## src/rtl/msi_cap_pkg.sv

```systemverilog
package msi_cap_pkg;

  // Strobes from the control unit to the datapath.
  typedef struct packed {
    logic loadMsg;   // capture address and data into the message registers
    logic setPend;   // record a masked request
    logic clrPend;   // pending request has been turned into a message
  } msiStrobe_t;

  // Dword index of the data word for a given address width.
  function automatic int dataIndex(bit addr64);
    return addr64 ? 3 : 2;
  endfunction

  // Number of dwords present in the layout.
  function automatic int dwordCount(bit addr64, bit masked);
    return dataIndex(addr64) + (masked ? 3 : 1);
  endfunction

endpackage

```

## src/rtl/msi_cap_datapath.sv

```systemverilog
module msi_cap_datapath
  import msi_cap_pkg::*;
#(
  parameter bit ADDR64 = 1'b1,
  parameter bit MASKED = 1'b1,
  parameter int IDX_W  = 3,
  parameter int DW     = 32
) (
  input  logic             clk,
  input  logic             rstN,
  input  logic [IDX_W-1:0] cfgAddr,
  input  logic             cfgWrEn,
  input  logic [DW/8-1:0]  cfgByteEn,
  input  logic [DW-1:0]    cfgWrData,
  output logic [DW-1:0]    cfgRdData,
  input  msiStrobe_t       strobe,
  output logic             msiEnable,
  output logic             maskBit,
  output logic             pendBit,
  output logic             enRise,
  output logic             enFall,
  output logic             routeChg,
  output logic [2*DW-1:0]  msgAddr,
  output logic [DW-1:0]    msgData
);

  localparam int DATA_IDX = dataIndex(ADDR64);
  localparam int MASK_IDX = DATA_IDX + 1;
  localparam int PEND_IDX = DATA_IDX + 2;
  localparam int NUM_DW   = dwordCount(ADDR64, MASKED);

  localparam logic [IDX_W-1:0] SEL_CTRL = IDX_W'(0);
  localparam logic [IDX_W-1:0] SEL_ALO  = IDX_W'(1);
  localparam logic [IDX_W-1:0] SEL_AHI  = IDX_W'(2);
  localparam logic [IDX_W-1:0] SEL_DATA = IDX_W'(DATA_IDX);
  localparam logic [IDX_W-1:0] SEL_MASK = IDX_W'(MASK_IDX);
  localparam logic [IDX_W-1:0] SEL_PEND = IDX_W'(PEND_IDX);

  localparam logic [DW-1:0] CTRL_WMASK = DW'(32'h0471_0000);
  localparam logic [DW-1:0] ALO_WMASK  = {{(DW-2){1'b1}}, 2'b00};
  localparam logic [DW-1:0] FULL_WMASK = {DW{1'b1}};

  logic          enableR;
  logic [2:0]    mmeR;
  logic          extEnR;
  logic [DW-1:0] addrLoR, addrHiR, dataR, maskR;
  logic          pendR;
  logic [2*DW-1:0] msgAddrR;
  logic [DW-1:0]   msgDataR;

  logic [15:0]   ctrlWord;
  logic [DW-1:0] readWord, wrMask, byteMask, enMask, newWord;
  logic          selCtrl, selAlo, selAhi, selData, selMask;

  assign ctrlWord = {5'b0, extEnR, 1'b0, MASKED, ADDR64, mmeR, 3'b000, enableR};

  // Read-back value of the addressed dword.
  always_comb begin
    readWord = '0;
    if (cfgAddr == SEL_CTRL)                 readWord = {ctrlWord, 16'h0000};
    else if (cfgAddr == SEL_ALO)             readWord = addrLoR;
    else if (ADDR64 && cfgAddr == SEL_AHI)   readWord = addrHiR;
    else if (cfgAddr == SEL_DATA)            readWord = dataR;
    else if (MASKED && cfgAddr == SEL_MASK)  readWord = maskR;
    else if (MASKED && cfgAddr == SEL_PEND)  readWord = {{(DW-1){1'b0}}, pendR};
  end
  assign cfgRdData = readWord;

  // Writable bits of the addressed dword.
  always_comb begin
    wrMask = '0;
    if (cfgAddr == SEL_CTRL)                 wrMask = CTRL_WMASK;
    else if (cfgAddr == SEL_ALO)             wrMask = ALO_WMASK;
    else if (ADDR64 && cfgAddr == SEL_AHI)   wrMask = FULL_WMASK;
    else if (cfgAddr == SEL_DATA)            wrMask = FULL_WMASK;
    else if (MASKED && cfgAddr == SEL_MASK)  wrMask = FULL_WMASK;
  end

  for (genvar b = 0; b < DW/8; b++) begin : g_lane
    assign byteMask[8*b +: 8] = {8{cfgByteEn[b]}};
  end

  assign enMask  = wrMask & byteMask;
  assign newWord = (readWord & ~enMask) | (cfgWrData & enMask);

  assign selCtrl = cfgWrEn && cfgAddr == SEL_CTRL;
  assign selAlo  = cfgWrEn && cfgAddr == SEL_ALO;
  assign selAhi  = ADDR64 && cfgWrEn && cfgAddr == SEL_AHI;
  assign selData = cfgWrEn && cfgAddr == SEL_DATA;
  assign selMask = MASKED && cfgWrEn && cfgAddr == SEL_MASK;

  always_ff @(posedge clk) begin
    if (!rstN) begin
      enableR <= 1'b0;
      mmeR    <= '0;
      extEnR  <= 1'b0;
      addrLoR <= '0;
      dataR   <= '0;
    end else begin
      if (selCtrl) begin
        enableR <= newWord[16];
        mmeR    <= newWord[22:20];
        extEnR  <= newWord[26];
      end
      if (selAlo)  addrLoR <= newWord;
      if (selData) dataR   <= newWord;
    end
  end

  if (ADDR64) begin : g_hi
    always_ff @(posedge clk) begin
      if (!rstN)       addrHiR <= '0;
      else if (selAhi) addrHiR <= newWord;
    end
  end else begin : g_nohi
    assign addrHiR = '0;
  end

  if (MASKED) begin : g_mask
    always_ff @(posedge clk) begin
      if (!rstN)        maskR <= '0;
      else if (selMask) maskR <= newWord;
    end
  end else begin : g_nomask
    assign maskR = '0;
  end

  always_ff @(posedge clk) begin
    if (!rstN)                pendR <= 1'b0;
    else if (strobe.setPend)  pendR <= 1'b1;
    else if (strobe.clrPend)  pendR <= 1'b0;
  end

  always_ff @(posedge clk) begin
    if (!rstN) begin
      msgAddrR <= '0;
      msgDataR <= '0;
    end else if (strobe.loadMsg) begin
      msgAddrR <= {addrHiR, addrLoR};
      msgDataR <= {{(DW-16){1'b0}}, dataR[15:0]};
    end
  end

  assign msiEnable = enableR;
  assign maskBit   = maskR[0];
  assign pendBit   = pendR;
  assign msgAddr   = msgAddrR;
  assign msgData   = msgDataR;

  assign enRise   = selCtrl && !enableR &&  newWord[16];
  assign enFall   = selCtrl &&  enableR && !newWord[16];
  assign routeChg = enableR && ((selAlo  && newWord != addrLoR) ||
                                (selAhi  && newWord != addrHiR) ||
                                (selData && newWord[15:0] != dataR[15:0]));


  addr_align_chk: assert property (@(posedge clk) disable iff (!rstN)
    $rose(msgAddrR != '0) |-> msgAddrR[1:0] == 2'b00);

  if (!ADDR64) begin : g_chk32

    upper_zero_chk: assert property (@(posedge clk) disable iff (!rstN)
      strobe.loadMsg |=> msgAddr[2*DW-1:DW] == '0);
  end

endmodule

```

## src/rtl/msi_cap_ctrl.sv

```systemverilog
module msi_cap_ctrl
  import msi_cap_pkg::*;
(
  input  logic       clk,
  input  logic       rstN,
  input  logic       irqReq,
  input  logic       msgReady,
  input  logic       msiEnable,
  input  logic       maskBit,
  input  logic       pendBit,
  input  logic       enRise,
  input  logic       enFall,
  input  logic       routeChg,
  output msiStrobe_t strobe,
  output logic       msgValid,
  output logic       evtEnabled,
  output logic       evtDisabled,
  output logic       evtRoute
);

  logic validR;
  logic deliverOk;
  logic idle;

  assign deliverOk = msiEnable && !maskBit;
  assign idle      = !validR;

  always_comb begin
    strobe         = '0;
    strobe.loadMsg = idle && deliverOk && (irqReq || pendBit);
    strobe.clrPend = strobe.loadMsg && pendBit;
    strobe.setPend = irqReq && msiEnable && maskBit;
  end

  always_ff @(posedge clk) begin
    if (!rstN)                   validR <= 1'b0;
    else if (strobe.loadMsg)     validR <= 1'b1;
    else if (validR && msgReady) validR <= 1'b0;
  end

  always_ff @(posedge clk) begin
    if (!rstN) begin
      evtEnabled  <= 1'b0;
      evtDisabled <= 1'b0;
      evtRoute    <= 1'b0;
    end else begin
      evtEnabled  <= enRise;
      evtDisabled <= enFall;
      evtRoute    <= routeChg;
    end
  end

  assign msgValid = validR;


  evt_exclusive_chk: assert property (@(posedge clk) disable iff (!rstN)
    !(evtEnabled && evtDisabled));


  msg_hold_chk: assert property (@(posedge clk) disable iff (!rstN)
    validR && !msgReady |=> validR && !strobe.loadMsg);


  msg_gate_chk: assert property (@(posedge clk) disable iff (!rstN)
    $rose(validR) |-> $past(msiEnable && !maskBit));


  pend_cause_chk: assert property (@(posedge clk) disable iff (!rstN)
    $rose(pendBit) |-> $past(maskBit && msiEnable && irqReq));

endmodule

```

## src/rtl/msi_cap_regs.sv

```systemverilog
module msi_cap_regs
  import msi_cap_pkg::*;
#(
  parameter bit ADDR64 = 1'b1,
  parameter bit MASKED = 1'b1
) (
  input  logic        clk,
  input  logic        rstN,
  input  logic [2:0]  cfgAddr,
  input  logic        cfgWrEn,
  input  logic [3:0]  cfgByteEn,
  input  logic [31:0] cfgWrData,
  output logic [31:0] cfgRdData,
  input  logic        irqReq,
  output logic        msgValid,
  input  logic        msgReady,
  output logic [63:0] msgAddr,
  output logic [31:0] msgData,
  output logic        evtEnabled,
  output logic        evtDisabled,
  output logic        evtRoute
);

  msiStrobe_t strobe;
  logic msiEnable, maskBit, pendBit, enRise, enFall, routeChg;

  msi_cap_datapath #(.ADDR64(ADDR64), .MASKED(MASKED), .IDX_W(3), .DW(32)) datapath (
    .clk(clk), .rstN(rstN),
    .cfgAddr(cfgAddr), .cfgWrEn(cfgWrEn), .cfgByteEn(cfgByteEn),
    .cfgWrData(cfgWrData), .cfgRdData(cfgRdData),
    .strobe(strobe),
    .msiEnable(msiEnable), .maskBit(maskBit), .pendBit(pendBit),
    .enRise(enRise), .enFall(enFall), .routeChg(routeChg),
    .msgAddr(msgAddr), .msgData(msgData)
  );

  msi_cap_ctrl control (
    .clk(clk), .rstN(rstN),
    .irqReq(irqReq), .msgReady(msgReady),
    .msiEnable(msiEnable), .maskBit(maskBit), .pendBit(pendBit),
    .enRise(enRise), .enFall(enFall), .routeChg(routeChg),
    .strobe(strobe), .msgValid(msgValid),
    .evtEnabled(evtEnabled), .evtDisabled(evtDisabled), .evtRoute(evtRoute)
  );

endmodule

```

## config.mk

```make
export PLATFORM = sky130hd
export DESIGN_NAME = msi_cap_regs
export DESIGN_NICKNAME = d
export VERILOG_FILES = /design/src/rtl/msi_cap_pkg.sv /design/src/rtl/msi_cap_datapath.sv /design/src/rtl/msi_cap_ctrl.sv /design/src/rtl/msi_cap_regs.sv
export SDC_FILE = /design/constraint.sdc
export NUM_CORES = 1
export LEC_CHECK = 0
export ABC_AREA = 0
export BUFFER_PORTS_ARGS = -buffer_cell sky130_fd_sc_hd__buf_2
export CAP_MARGIN = 20
export CORE_UTILIZATION = 40
export DETAILED_ROUTE_END_ITERATION = 6
export SLEW_MARGIN = 20
export SYNTH_ARGS = -nofsm -noshare
export SYNTH_HDL_FRONTEND = slang
export SYNTH_SLANG_ARGS = --single-unit
```

## constraint.sdc

```tcl
create_clock -name clk -period 4.1 [get_ports clk]
set_input_delay 0.82 -clock clk [delete_from_list [all_inputs] [get_ports clk]]
set_output_delay 0.82 -clock clk [all_outputs]
set_load 0.03 [all_outputs]
```

Yosys cells after proc, flatten, opt, wreduce, memory -nomap -nowiden --
Cells that the tools add are included.
Word-level totals: flip-flop bits (word level) 218, bits in latches 0, RAM bits 0, memory bits (read-only) 0, input port bits 44, output and inout bits 132, word-level logic and storage cells 72, memories 0
Operators by class: $add $sub $neg 0, $mul 0, divide/modulo/power cells 0, $lt $le $gt $ge 0, equality and inequality tests 8, shift-type cells 0, multiplexer cells 15, bitwise gates (word level) 5, reductions and logical operators 30
Operators by type and width (number):
- 32-bit two-way mux | 10
- 32-bit bitwise AND | 3
- 32-bit inequality test | 2
- 32-bit NOT | 1
- 32-bit OR | 1
- 1-bit logical AND | 20
- 16-bit inequality test | 1
- 3-bit by 2-bit equality test with 1-bit output, second input constant | 2
- 3-bit equality test, second input constant | 2
- 1-bit two-way mux | 5
- 1-bit logical NOT | 4
- 2-bit nonzero test | 2
- 3-bit by 1-bit equality test with 1-bit output, second input constant | 1
- 3-bit logical NOT | 1
- 1-bit logical OR | 3

Depth between registers and ports, before layout --
word-level depth 15, gate-level depth with buffers 12, mapped depth without buffers 9

Modules after synthesis --
A second synthesis with hierarchy kept.
Unflattened totals: cell total of the unflattened synthesis 1274, area, all modules 11536.1 um^2
By module, submodules not included:
- msi_cap_datapath | instances 1, cells each 1258, area an instance 11389.7 um^2, seq. area each 4284.1 um^2
- msi_cap_ctrl | instances 1, cells each 16, area an instance 146.4 um^2, seq. area each 80.1 um^2

Worst setup path before layout --
No wires, ideal clock.
path type input-to-reg, start input port cfgAddr[0], end register control.evtRoute, library setup time 0.123 ns, arrival time 3.195 ns, data required time 3.977 ns, setup slack 0.783 ns, stages 11, buffers on the path 3, cells stage by stage buf_6 > buf_2 > buf_2 > a221oi_1 > o31ai_1 > mux2_2 > xor2_1 > nor4_1 > nand4_1 > a22oi_1 > a21oi_1
Between the ends: elaborated cells between the ends (all ways) 34, those cells by class 8 x eq/ne; 11 x mux; 5 x bitwise; 10 x reduce/logical
RTL lines:
- start, declared | RTL line msi_cap_regs.sv:9 | input logic [2:0] cfgAddr,
- 3-bit equality test | RTL line msi_cap_datapath.sv:65 | else if (MASKED && cfgAddr == SEL_PEND) readWord = {{(DW-1){1'b0}}, pendR};
- 1-bit two-way mux | RTL line msi_cap_datapath.sv:65
- 32-bit two-way mux | RTL line msi_cap_datapath.sv:64 | else if (MASKED && cfgAddr == SEL_MASK) readWord = maskR;
- 32-bit two-way mux | RTL line msi_cap_datapath.sv:63 | else if (cfgAddr == SEL_DATA) readWord = dataR;
- 32-bit two-way mux | RTL line msi_cap_datapath.sv:62 | else if (ADDR64 && cfgAddr == SEL_AHI) readWord = addrHiR;
- 32-bit two-way mux | RTL line msi_cap_datapath.sv:61 | else if (cfgAddr == SEL_ALO) readWord = addrLoR;
- 32-bit two-way mux * | RTL line msi_cap_datapath.sv:60 | if (cfgAddr == SEL_CTRL) readWord = {ctrlWord, 16'h0000};
- named net cfgRdData[0] | RTL line msi_cap_regs.sv:13 | output logic [31:0] cfgRdData,
- 32-bit bitwise AND * | RTL line msi_cap_datapath.sv:84 | assign newWord = (readWord & ~enMask) | (cfgWrData & enMask);
- 32-bit OR * | RTL line msi_cap_datapath.sv:84
- 32-bit inequality test, on equally long branches | RTL line msi_cap_datapath.sv:152, msi_cap_datapath.sv:153
- 1-bit logical AND, on equally long branches | RTL line msi_cap_datapath.sv:152, msi_cap_datapath.sv:153
- 1-bit logical OR | RTL line msi_cap_datapath.sv:152 | assign routeChg = enableR && ((selAlo && newWord != addrLoR) ||
- 1-bit logical OR * | RTL line msi_cap_datapath.sv:153 | (selAhi && newWord != addrHiR) ||
- 1-bit logical AND * | RTL line msi_cap_datapath.sv:152
- end signal, assigned | RTL line msi_cap_ctrl.sv:49 | evtRoute <= routeChg;
- end, declared | RTL line msi_cap_ctrl.sv:18 | output logic evtRoute
The timed path passes the listed nets; every way through them passes the cells marked *. A chain may end at the register's enable or synchronous reset.

Worst setup path in the final report --
start input port cfgAddr[1], end output port cfgRdData[0]
Between the ends: word-level cells in the longest chain between the ends 7, elaborated cells between the ends (all ways) 12, those cells by class 5 x eq/ne; 6 x mux; 1 x reduce/logical
RTL lines (RTL line):
- 3-bit equality test | msi_cap_datapath.sv:65
- 1-bit two-way mux | msi_cap_datapath.sv:65
- 32-bit two-way mux | msi_cap_datapath.sv:64
- 32-bit two-way mux | msi_cap_datapath.sv:63
- 32-bit two-way mux | msi_cap_datapath.sv:62
- 32-bit two-way mux | msi_cap_datapath.sv:61
- 32-bit two-way mux * | msi_cap_datapath.sv:60
- end, declared | msi_cap_regs.sv:13
Every way passes the cells marked *; elsewhere a longest branch is shown, timed or not.

==> impl_metrics.toml <==
[timing]
min_period_ns = 3.47
fin_crit_sh = 0.847
finalClockSkew_ns = 0.0209
setup_viol = 0
final_hold_viol_count = 0
tightest_slew_ns = 1.00
rsz0062_at_grt = "no"
setup-tns-final_ns = 0
slew-limit-headroom = 0.330
timing.fmax_ghz = 0.288
drv_slew = 0
hold_ws_ns = 0.456

[synth]
yosys.area.top_type = "dfxtp_1"
synth_edf_count = 0
yosysWarnings = 0
ys.flop_type = "dfxtp_1"
ys_async_sr_fraction = 0
synthCells = 1379
synthTopCellsByArea = "dfxtp_1, nand2_1, a21boi_0, xnor2_1, clkbuf_1"
syn_area_mm2 = 0.0114
ys_ff_latch = 218
synth_top_cell_area_share = 0.382
ys_types = 85
yosysSeqAreaShare = 0.382
synth.avg_cell_area_um2 = 8.29

[critical_path]
crit_chain = "buf_2, nor2b_1, buf_12, a221oi_1, o31ai_1, buf_2"
cp-start-kind = "input pin"
reg2reg_from = "datapath.addrHiR[17]$_SDFFE_PN0P_"
arrival_ns = 2.65
critPathRequiredTime_ns = 3.28
cp_max_fo = 14
cpMostUsedCell = "buf_2"
rrSetupSlack_ns = 1.18
ff2ff_path_depth = 9
cp-end-kind = "primary output"
slowest_delay_ns = 0.49
slowest_stage = "o31ai_1"
timing.rr.end = "control.evtRoute$_SDFF_PN0_"
crit_start = "cfgAddr[1]"
worst-setup-path-type = "input pin to primary output"
setup.worst_path.end = "cfgRdData[0]"

[cts]
cts_setup_buffers = 0
cts_resized = 0
cts_hold_buffers = 0
htree_num_levels = 1
cts_buffers = 25
cts_root_buf = "clkbuf_16"
clkSinkCount = 218
cts_tree = "done"
insertion_delay_ns = 0.54
clock_path_buffers = 3
path_clk_slew_ns = 0.06

[drt]
drt_iter0_drc = 833
wl_per_cell_um = 23.1
drc = 0
finalWirelength_mm = 44.5
ant_nets = 0
first_pass_iters = 5
vias = 10600
via_per_inst = 5.49

[grt]
grt_max_degree = 90
antenna_found_initial = 0
grt_overflow_total = 0
grt_pass1_vias = 10300
grt_pass1_wl_mm = 65.8
grt_use_total = 0.306

[floorplanning]
ios = 176
die_x_um = 171
core-area_mm2 = 0.0279
dieArea_mm2 = 0.0292
initial_core_util = 0.409
die_h_um = 171
rows = 61

[finish]
layout_commonest_cell = "nand2_1"
fill_cells = 2826
syn_to_final_growth_pct = 18.9
antennaDiodeCount = 0
drive_above_1_share = 0.209
final_cell_mix = "nand2_1, dfxtp_1, a21boi_0"
fin_nets = 1572

[power_and_ir_drop]
vdd_drop_max_uv = 246
p_per_area_mw_per_mm2 = 368
p_leak_nw = 5.49

[place]
dp_hpwl_mm = 33.1
place_congestion = 0.996
portBuffers = 159

[flow_run]
max-cap-violations = 0

[min_path]
hold_path.class = "register to register"

[run_status]
status = "finished clean"
==> flip-flops by register name (all words and copies together), names as in the netlist <==
register             cells
datapath.msgAddr        64
datapath.addrHiR        32
datapath.addrLoR        32
datapath.dataR          32
datapath.maskR          32
datapath.msgData        16
datapath.mmeR            3
control.evtDisabled      1
control.evtEnabled       1
control.evtRoute         1
control.msgValid         1
datapath.extEnR          1
datapath.msiEnable       1
datapath.pendBit         1
==> where the power goes <==
part | internal (mW) | switching (mW) | total, mW
sequential | 2.14 | 0.0265 | 2.16
clock | 1.34 | 0.919 | 2.26
combinational | 0.208 | 0.370 | 0.579
==> area by class of cell <==
cell class | instances | area, um^2 | area share
clock buffer | 38 | 724 | 0.0533
tap | 378 | 473 | 0.0348
inverter | 23 | 86.3 | 0.00635
multi-input combinational | 1037 | 6470 | 0.476
timing repair buffer | 223 | 1370 | 0.101
clock inverter | 8 | 100 | 0.00737
sequential | 218 | 4360 | 0.321
==> through the flow <==
step / cell area [um^2] / util / setup slack (ns) / cells / power (mW)
after floorplan: 11500 / - / 0.783 / 1394 / 2.56
after global placement: 12800 / 0.457 / 0.0775 / 1879 / 2.78
after detailed placement: 12800 / 0.457 / 0.148 / 1879 / 2.78
after CTS: 13600 / 0.486 / 0.620 / 1925 / 5.04
after global routing: 13600 / 0.486 / 0.459 / 1925 / 5.15
final: 13600 / 0.486 / 0.629 / 1925 / 5.01
==> cell usage after synthesis, types with 6 or more instances <==
cell	n
mux2_2	23
xnor2_1	41
buf_2	15
mux2i_1	20
nor2_1	26
clkbuf_1	73
nand4_1	12
a21oi_1	13
a21boi_0	179
o211a_1	21
nor3_1	7
nor2b_1	14
or4bb_1	13
dfxtp_1	218
and2_1	18
nor4_1	8
o211ai_1	10
nand2b_1	9
a32oi_1	7
xor2_1	21
inv_1	23
nand3_1	9
o21ai_0	15
nand2_1	418
a31oi_1	6
buf_4	23
a22oi_1	7
nor4bb_1	7
==> layer usage <==
metal	wire (um)	share of wire	vias to the layer above	global-route usage
met2	21200	0.48	377	0.522
met4	1700	0.038	0	0.120
met5	0	0	-	0
met3	2600	0.059	90	0.0400
li1	-	-	4999	-
met1	19000	0.43	5098	0.389
==> kinds of logic after synthesis <==
logic type / count (synthesis) / share of synthesized area
other: 1 / 0.000328
XOR/XNOR: 62 / 0.0475
buffers and inverters: 139 / 0.0581
AND/OR/NAND/NOR: 577 / 0.234
AO/OA/AOI/OAI: 328 / 0.225
flip-flops: 218 / 0.382
multiplexers: 54 / 0.0531
==> critical path: cells and delay by family <==
family                 cells  cell delay (ns)
buffers and inverters      3             0.81
AOI/OAI and AO/OA          2             0.62
and+or+nand+nor            1             0.39
==> how the worst min path moves through the flow <==
stage / start / end / slack, ns / cells after the start
6_report: datapath.msgData[14]$_SDFFE_PN0P_ / datapath.msgData[14]$_SDFFE_PN0P_ / 0.46 / 2
5_1_grt: datapath.msgData[6]$_SDFFE_PN0P_ / datapath.msgData[6]$_SDFFE_PN0P_ / 0.48 / 2
4_1_cts: datapath.msgAddr[59]$_SDFFE_PN0P_ / datapath.msgAddr[59]$_SDFFE_PN0P_ / 0.46 / 2
3_5_place_dp: datapath.msgAddr[59]$_SDFFE_PN0P_ / datapath.msgAddr[59]$_SDFFE_PN0P_ / 0.45 / 2
3_3_place_gp: datapath.msgData[11]$_SDFFE_PN0P_ / datapath.msgData[11]$_SDFFE_PN0P_ / 0.45 / 2
2_1_floorplan: datapath.maskR[6]$_SDFFE_PN0P_ / datapath.maskR[6]$_SDFFE_PN0P_ / 0.44 / 2
Power figures use the tool's default switching activity.
